$ cat src/rtl/tpi_pkg.sv
package tpi_pkg;

    // Operating mode decoded from the two test pins
    typedef enum logic [1:0] {
        TP_FUNC        = 2'b00,  // destinations follow sources, observe cells capture
        TP_SHIFT       = 2'b01,  // chains shift, destinations follow sources
        TP_FORCE_CAPT  = 2'b10,  // destinations forced, observe cells capture
        TP_FORCE_SHIFT = 2'b11   // destinations forced, chains shift
    } tp_mode_e;

endpackage

$ cat src/rtl/tpi_mode_dec.sv
module tpi_mode_dec
    import tpi_pkg::*;
(
    input  logic scan_en,
    input  logic test_mode,
    output logic obs_shift,
    output logic ctl_shift,
    output logic force_en
);

    tp_mode_e mode;

    always_comb begin
        mode = tp_mode_e'({test_mode, scan_en});
    end

    always_comb begin
        obs_shift = 1'b0;
        ctl_shift = 1'b0;
        force_en  = 1'b0;
        unique case (mode)
            TP_FUNC: begin
                obs_shift = 1'b0;
                ctl_shift = 1'b0;
                force_en  = 1'b0;
            end
            TP_SHIFT: begin
                obs_shift = 1'b1;
                ctl_shift = 1'b1;
                force_en  = 1'b0;
            end
            TP_FORCE_CAPT: begin
                obs_shift = 1'b0;
                ctl_shift = 1'b0;
                force_en  = 1'b1;
            end
            TP_FORCE_SHIFT: begin
                obs_shift = 1'b1;
                ctl_shift = 1'b1;
                force_en  = 1'b1;
            end
            default: begin
                obs_shift = 1'b0;
                ctl_shift = 1'b0;
                force_en  = 1'b0;
            end
        endcase
    end

endmodule

$ cat src/rtl/tpi_xor_merge.sv
module tpi_xor_merge #(
    parameter int W = 2
) (
    input  logic [W-1:0] nodes,
    output logic         merged
);

    generate
        if (W == 1) begin : g_single
            assign merged = nodes[0];
        end else begin : g_tree
            assign merged = ^nodes;
        end
    endgenerate

endmodule

$ cat src/rtl/tpi_obs_cell.sv
module tpi_obs_cell (
    input  logic clk,
    input  logic rst_n,
    input  logic shift,
    input  logic node,
    input  logic scan_prev,
    output logic q
);

    logic d_sel;

    // input 0 = observed node, input 1 = previous stage
    always_comb begin
        d_sel = shift ? scan_prev : node;
    end

    always_ff @(posedge clk or negedge rst_n) begin
        if (!rst_n) begin
            q <= 1'b0;
        end else begin
            q <= d_sel;
        end
    end

endmodule

$ cat src/rtl/tpi_ctl_cell.sv
module tpi_ctl_cell (
    input  logic clk,
    input  logic rst_n,
    input  logic shift,
    input  logic scan_prev,
    input  logic force_en,
    input  logic src,
    output logic q,
    output logic dst
);

    always_ff @(posedge clk or negedge rst_n) begin
        if (!rst_n) begin
            q <= 1'b0;
        end else if (shift) begin
            q <= scan_prev;
        end
    end

    // input 0 = original source, input 1 = control flop
    always_comb begin
        dst = force_en ? q : src;
    end

endmodule

$ cat src/rtl/tpi_network.sv
module tpi_network #(
    parameter int NUM_OP = 3,
    parameter int GRP_W  = 2,
    parameter int NUM_CP = 3,
    parameter int NUM_SP = 2
) (
    input  logic                    clk,
    input  logic                    rst_n,
    input  logic                    scan_en,
    input  logic                    test_mode,
    input  logic [NUM_OP*GRP_W-1:0] obs_nodes,
    input  logic [NUM_CP-1:0]       cp_src,
    output logic [NUM_CP-1:0]       cp_dst,
    input  logic [NUM_SP-1:0]       sp_src,
    output logic [NUM_SP-1:0]       sp_dst,
    input  logic                    obs_si,
    output logic                    obs_so,
    input  logic                    ctl_si,
    output logic                    ctl_so
);

    localparam int OBS_LEN = NUM_OP + NUM_SP;
    localparam int CTL_LEN = NUM_CP + NUM_SP;

    logic obs_shift;
    logic ctl_shift;
    logic force_en;

    logic [OBS_LEN-1:0] obs_tap;
    logic [OBS_LEN-1:0] obs_prev;
    logic [OBS_LEN-1:0] obs_chain;

    logic [CTL_LEN-1:0] ctl_src_all;
    logic [CTL_LEN-1:0] ctl_dst_all;
    logic [CTL_LEN-1:0] ctl_prev;
    logic [CTL_LEN-1:0] ctl_chain;

    tpi_mode_dec u_mode (
        .scan_en   (scan_en),
        .test_mode (test_mode),
        .obs_shift (obs_shift),
        .ctl_shift (ctl_shift),
        .force_en  (force_en)
    );

    // node taps: merged groups first, then combined-point sources
    generate
        for (genvar k = 0; k < NUM_OP; k++) begin : g_merge
            tpi_xor_merge #(.W(GRP_W)) u_merge (
                .nodes  (obs_nodes[k*GRP_W +: GRP_W]),
                .merged (obs_tap[k])
            );
        end
        for (genvar j = 0; j < NUM_SP; j++) begin : g_sp_tap
            assign obs_tap[NUM_OP+j] = sp_src[j];
        end
    endgenerate

    // serial links, cell 0 nearest the serial input
    assign obs_prev    = {obs_chain[OBS_LEN-2:0], obs_si};
    assign ctl_prev    = {ctl_chain[CTL_LEN-2:0], ctl_si};
    assign ctl_src_all = {sp_src, cp_src};

    generate
        for (genvar i = 0; i < OBS_LEN; i++) begin : g_obs
            tpi_obs_cell u_cell (
                .clk       (clk),
                .rst_n     (rst_n),
                .shift     (obs_shift),
                .node      (obs_tap[i]),
                .scan_prev (obs_prev[i]),
                .q         (obs_chain[i])
            );
        end
        for (genvar i = 0; i < CTL_LEN; i++) begin : g_ctl
            tpi_ctl_cell u_cell (
                .clk       (clk),
                .rst_n     (rst_n),
                .shift     (ctl_shift),
                .scan_prev (ctl_prev[i]),
                .force_en  (force_en),
                .src       (ctl_src_all[i]),
                .q         (ctl_chain[i]),
                .dst       (ctl_dst_all[i])
            );
        end
    endgenerate

    assign cp_dst = ctl_dst_all[NUM_CP-1:0];
    assign sp_dst = ctl_dst_all[CTL_LEN-1:NUM_CP];
    assign obs_so = obs_chain[OBS_LEN-1];
    assign ctl_so = ctl_chain[CTL_LEN-1];

endmodule

$ cat config.mk
export PLATFORM = sky130hd
export DESIGN_NAME = tpi_network
export DESIGN_NICKNAME = d
export VERILOG_FILES = /design/src/rtl/tpi_pkg.sv /design/src/rtl/tpi_mode_dec.sv /design/src/rtl/tpi_xor_merge.sv /design/src/rtl/tpi_obs_cell.sv /design/src/rtl/tpi_ctl_cell.sv /design/src/rtl/tpi_network.sv
export SDC_FILE = /design/constraint.sdc
export NUM_CORES = 1
export LEC_CHECK = 0
export BUFFER_PORTS_ARGS = -buffer_cell sky130_fd_sc_hd__buf_4
export CAP_MARGIN = 0
export CORE_AREA = 2 2 39 41
export CTS_BUF_LIST = sky130_fd_sc_hd__clkbuf_4
export DETAILED_ROUTE_END_ITERATION = 8
export DIE_AREA = 0 0 41 43
export GPL_ROUTABILITY_DRIVEN = 0
export PLACE_DENSITY_LB_ADDON = 0.05
export SLEW_MARGIN = 25
export SYNTH_ARGS = -nofsm -noshare
export SYNTH_HDL_FRONTEND = slang
export SYNTH_SLANG_ARGS = --single-unit
$ cat constraint.sdc
create_clock -name clk -period 1.4 [get_ports clk]
set_clock_uncertainty 0.05 [all_clocks]
set_input_delay 0.07 -clock clk [delete_from_list [all_inputs] [get_ports clk]]
set_output_delay 0.07 -clock clk [all_outputs]
set_load 0.03 [all_outputs]
==> metrics.csv <==
metric;value;unit
Layout Area Growth over Synthesis;43.9;%
worst hold path class;in2reg;
mapped cell area;502;µm²
GRT overflow;0;
Worst Slack Setup Final;0.119;ns
maximum clock frequency;780;MHz
worst vdd ir;0.467;mV
transition time of the tightest slew-check pin;0.161;ns
final worst-path cycle share;91.5;%
sequential share of power;43.6;%
pin count of the biggest net entering global routing;14;
# diodes;0;
reg2reg setup slack;0.58;ns
final WL;861;µm
internal power;579;µW
clock sink total;10;
total track usage;12.5;%
CTS tree;built;
Reg clk slew, reported paths;0.06;ns
FP Rows;14;
r2r endpoint;g_ctl[0].u_cell.q$_DFFE_PN0P_;
iteration count of the initial detailed-routing pass;1;
TNS Setup;0;ns
Final Hold Viols;0;
IO buf count;23;
WHS;0.0364;ns
Syn Area/Cell;13.6;µm²
Core ar.;1380;µm²
drt drc;0;
share of cells above drive strength 1;60.3;%
Synth cell types;8;
WP data required;1.28;ns
Logic pwr share;32.4;%
initial antenna violation count;0;
total CTS buffers;3;
most common cell after layout, fill and taps aside;buf_4;
Root Buffer;clkbuf_4;
Final min period;1.28;ns
pwr/cell area;1130;nW/µm²
Routed Antenna Nets;0;
Setup Crit Path Kind;in2out;
H-tree depth;1;
CP max FO;2;
worst skew pair latency;0.26;ns
DR vias;356;
Iter 0 DRT Violations;0;
Sw Share;29.2;%
Via-to-Cell Ratio;4.51;
Mapped Nets;54;
Post-Route Utilization;52.2;%
Worst Reg-to-Reg Cells;1;
CP startpoint kind;input pin;
WP data arrival;1.16;ns
cells after synthesis;37;
worst reg2reg path startpoint;g_ctl[0].u_cell.q$_DFFE_PN0P_;
synth warn;0;
vias in the first global route;364;
first-pass GRT wire length;1440;µm
most frequent cells in the layout;buf_4 (23), dfrtp_1 (10), mux2_2 (8);
Final #Nets;81;
Critical Path End Type;output pin;
P_leak;0.347;nW
Register Area;250;µm²
I/O pin cnt;24;
worst hold start;obs_nodes[2];
Max-slew headroom;89.3;%
Net Switching;238;µW
final setup fails;0;
Clock Tree Buf Depth;2;
status;completed;
Final Max Tran Viols;0;
fillcell total;133;
sequential-to-total area share from yosys stat;49.9;%
Synth Register Bits;10;
power share of the clock group;23.9;%
RSZ-0062 raised after global routing;false;
maxcap violations;0;
Chip Width;41;µm
Multi-input gate area;203;µm²
Setup WS pre-CTS;0.476;ns
Die Span Y;43;µm
DR WL/cell;10.9;µm
post-CTS resize count;0;
die area;1760;µm²
Initial Util;36.3;%
hold depth;3;
Hold EP;g_obs[1].u_cell.q$_DFF_PN0_;
worst max-delay path by stage:
stage / from / endpoint / slack, ns / cells after the start
2_1_floorplan: g_ctl[4].u_cell.q$_DFFE_PN0P_ / sp_dst[1] / 0.34 / 2
3_3_place_gp: g_ctl[1].u_cell.q$_DFFE_PN0P_ / cp_dst[1] / 0.48 / 2
3_5_place_dp: g_ctl[3].u_cell.q$_DFFE_PN0P_ / sp_dst[0] / 0.48 / 2
4_1_cts: sp_src[0] / sp_dst[0] / 0.11 / 4
5_1_grt: sp_src[0] / sp_dst[0] / 0.09 / 4
6_report: sp_src[0] / sp_dst[0] / 0.12 / 4
Yosys cell counts (all sizes together):
| library cell | number | area (µm²) |
|---|---|---|
| o21ai | 3 | 15.0 |
| xnor2 | 3 | 26.3 |
| nand2 | 3 | 11.3 |
| dfrtp | 10 | 250 |
| mux2 | 12 | 150 |
| buf | 6 | 48.8 |
worst max-delay path, stage by stage:
cell	delay [ns]
dlygate4sd3_1	0.54
buf_4	0.14
mux2_2	0.25
buf_4	0.17
state kept, by name, indices dropped and copies added, names as in the netlist:
register	cells
g_ctl.u_cell.q	5
g_obs.u_cell.q	5
final cells by class:
| class | instances | area share, % |
|---|---|---|
| Clock buffer | 3 | 3.12 |
| Clock inverter | 1 | 0.520 |
| Multi-Input combinational cell | 21 | 28.1 |
| Sequential cell | 10 | 34.7 |
| Tap cell | 16 | 2.77 |
| Timing Repair Buffer | 28 | 30.8 |
metal layers:
metal / up-vias / part of all wire (%) / wire length (µm) / GRT usage (%)
met5: - / 0 / 0 / 0
met4: 0 / 0.81 / 7 / 10.0
met3: 2 / 8.0 / 69 / 3.14
met2: 17 / 46 / 396 / 17.5
met1: 165 / 45 / 388 / 15.3
li1: 172 / - / - / -
logic make-up (layout without fill, tap and decap cells):
logic type | count (synthesis) | in the layout | share of synthesized area [%]
muxes | 12 | 12 | 29.9
DFF | 10 | 10 | 49.9
AOI/OAI and AO/OA | 3 | 3 | 2.99
and+or+nand+nor | 3 | 3 | 2.24
buffers and inverters | 6 | 32 | 9.73
xor gates and xnor gates | 3 | 3 | 5.24
power by group through the flow:
| stage | sequential (mW) | combinational [mW] | clock, mW |
|---|---|---|---|
| 2_1_floorplan | 0.380 | 0.162 | 0 |
| 3_3_place_gp | 0.360 | 0.253 | 0 |
| 3_5_place_dp | 0.363 | 0.256 | 0 |
| 4_1_cts | 0.357 | 0.269 | 0.207 |
| 5_1_grt | 0.364 | 0.286 | 0.218 |
| 6_report | 0.356 | 0.265 | 0.195 |
per-stage QoR:
stage	total power, mW	cells	cell area, µm²
global route	0.867	79	722
floorplan	0.542	37	502
global placement	0.613	70	646
finish	0.817	79	722
detailed placement	0.619	70	646
CTS	0.833	79	722
timing repair:
| item | in CTS | in global routing |
|---|---|---|
| hold endpoints to repair | 14 | 0 |
| setup buffers | 0 | 0 |
| hold buffers | 5 | 0 |
Power figures use the tool's default switching activity.
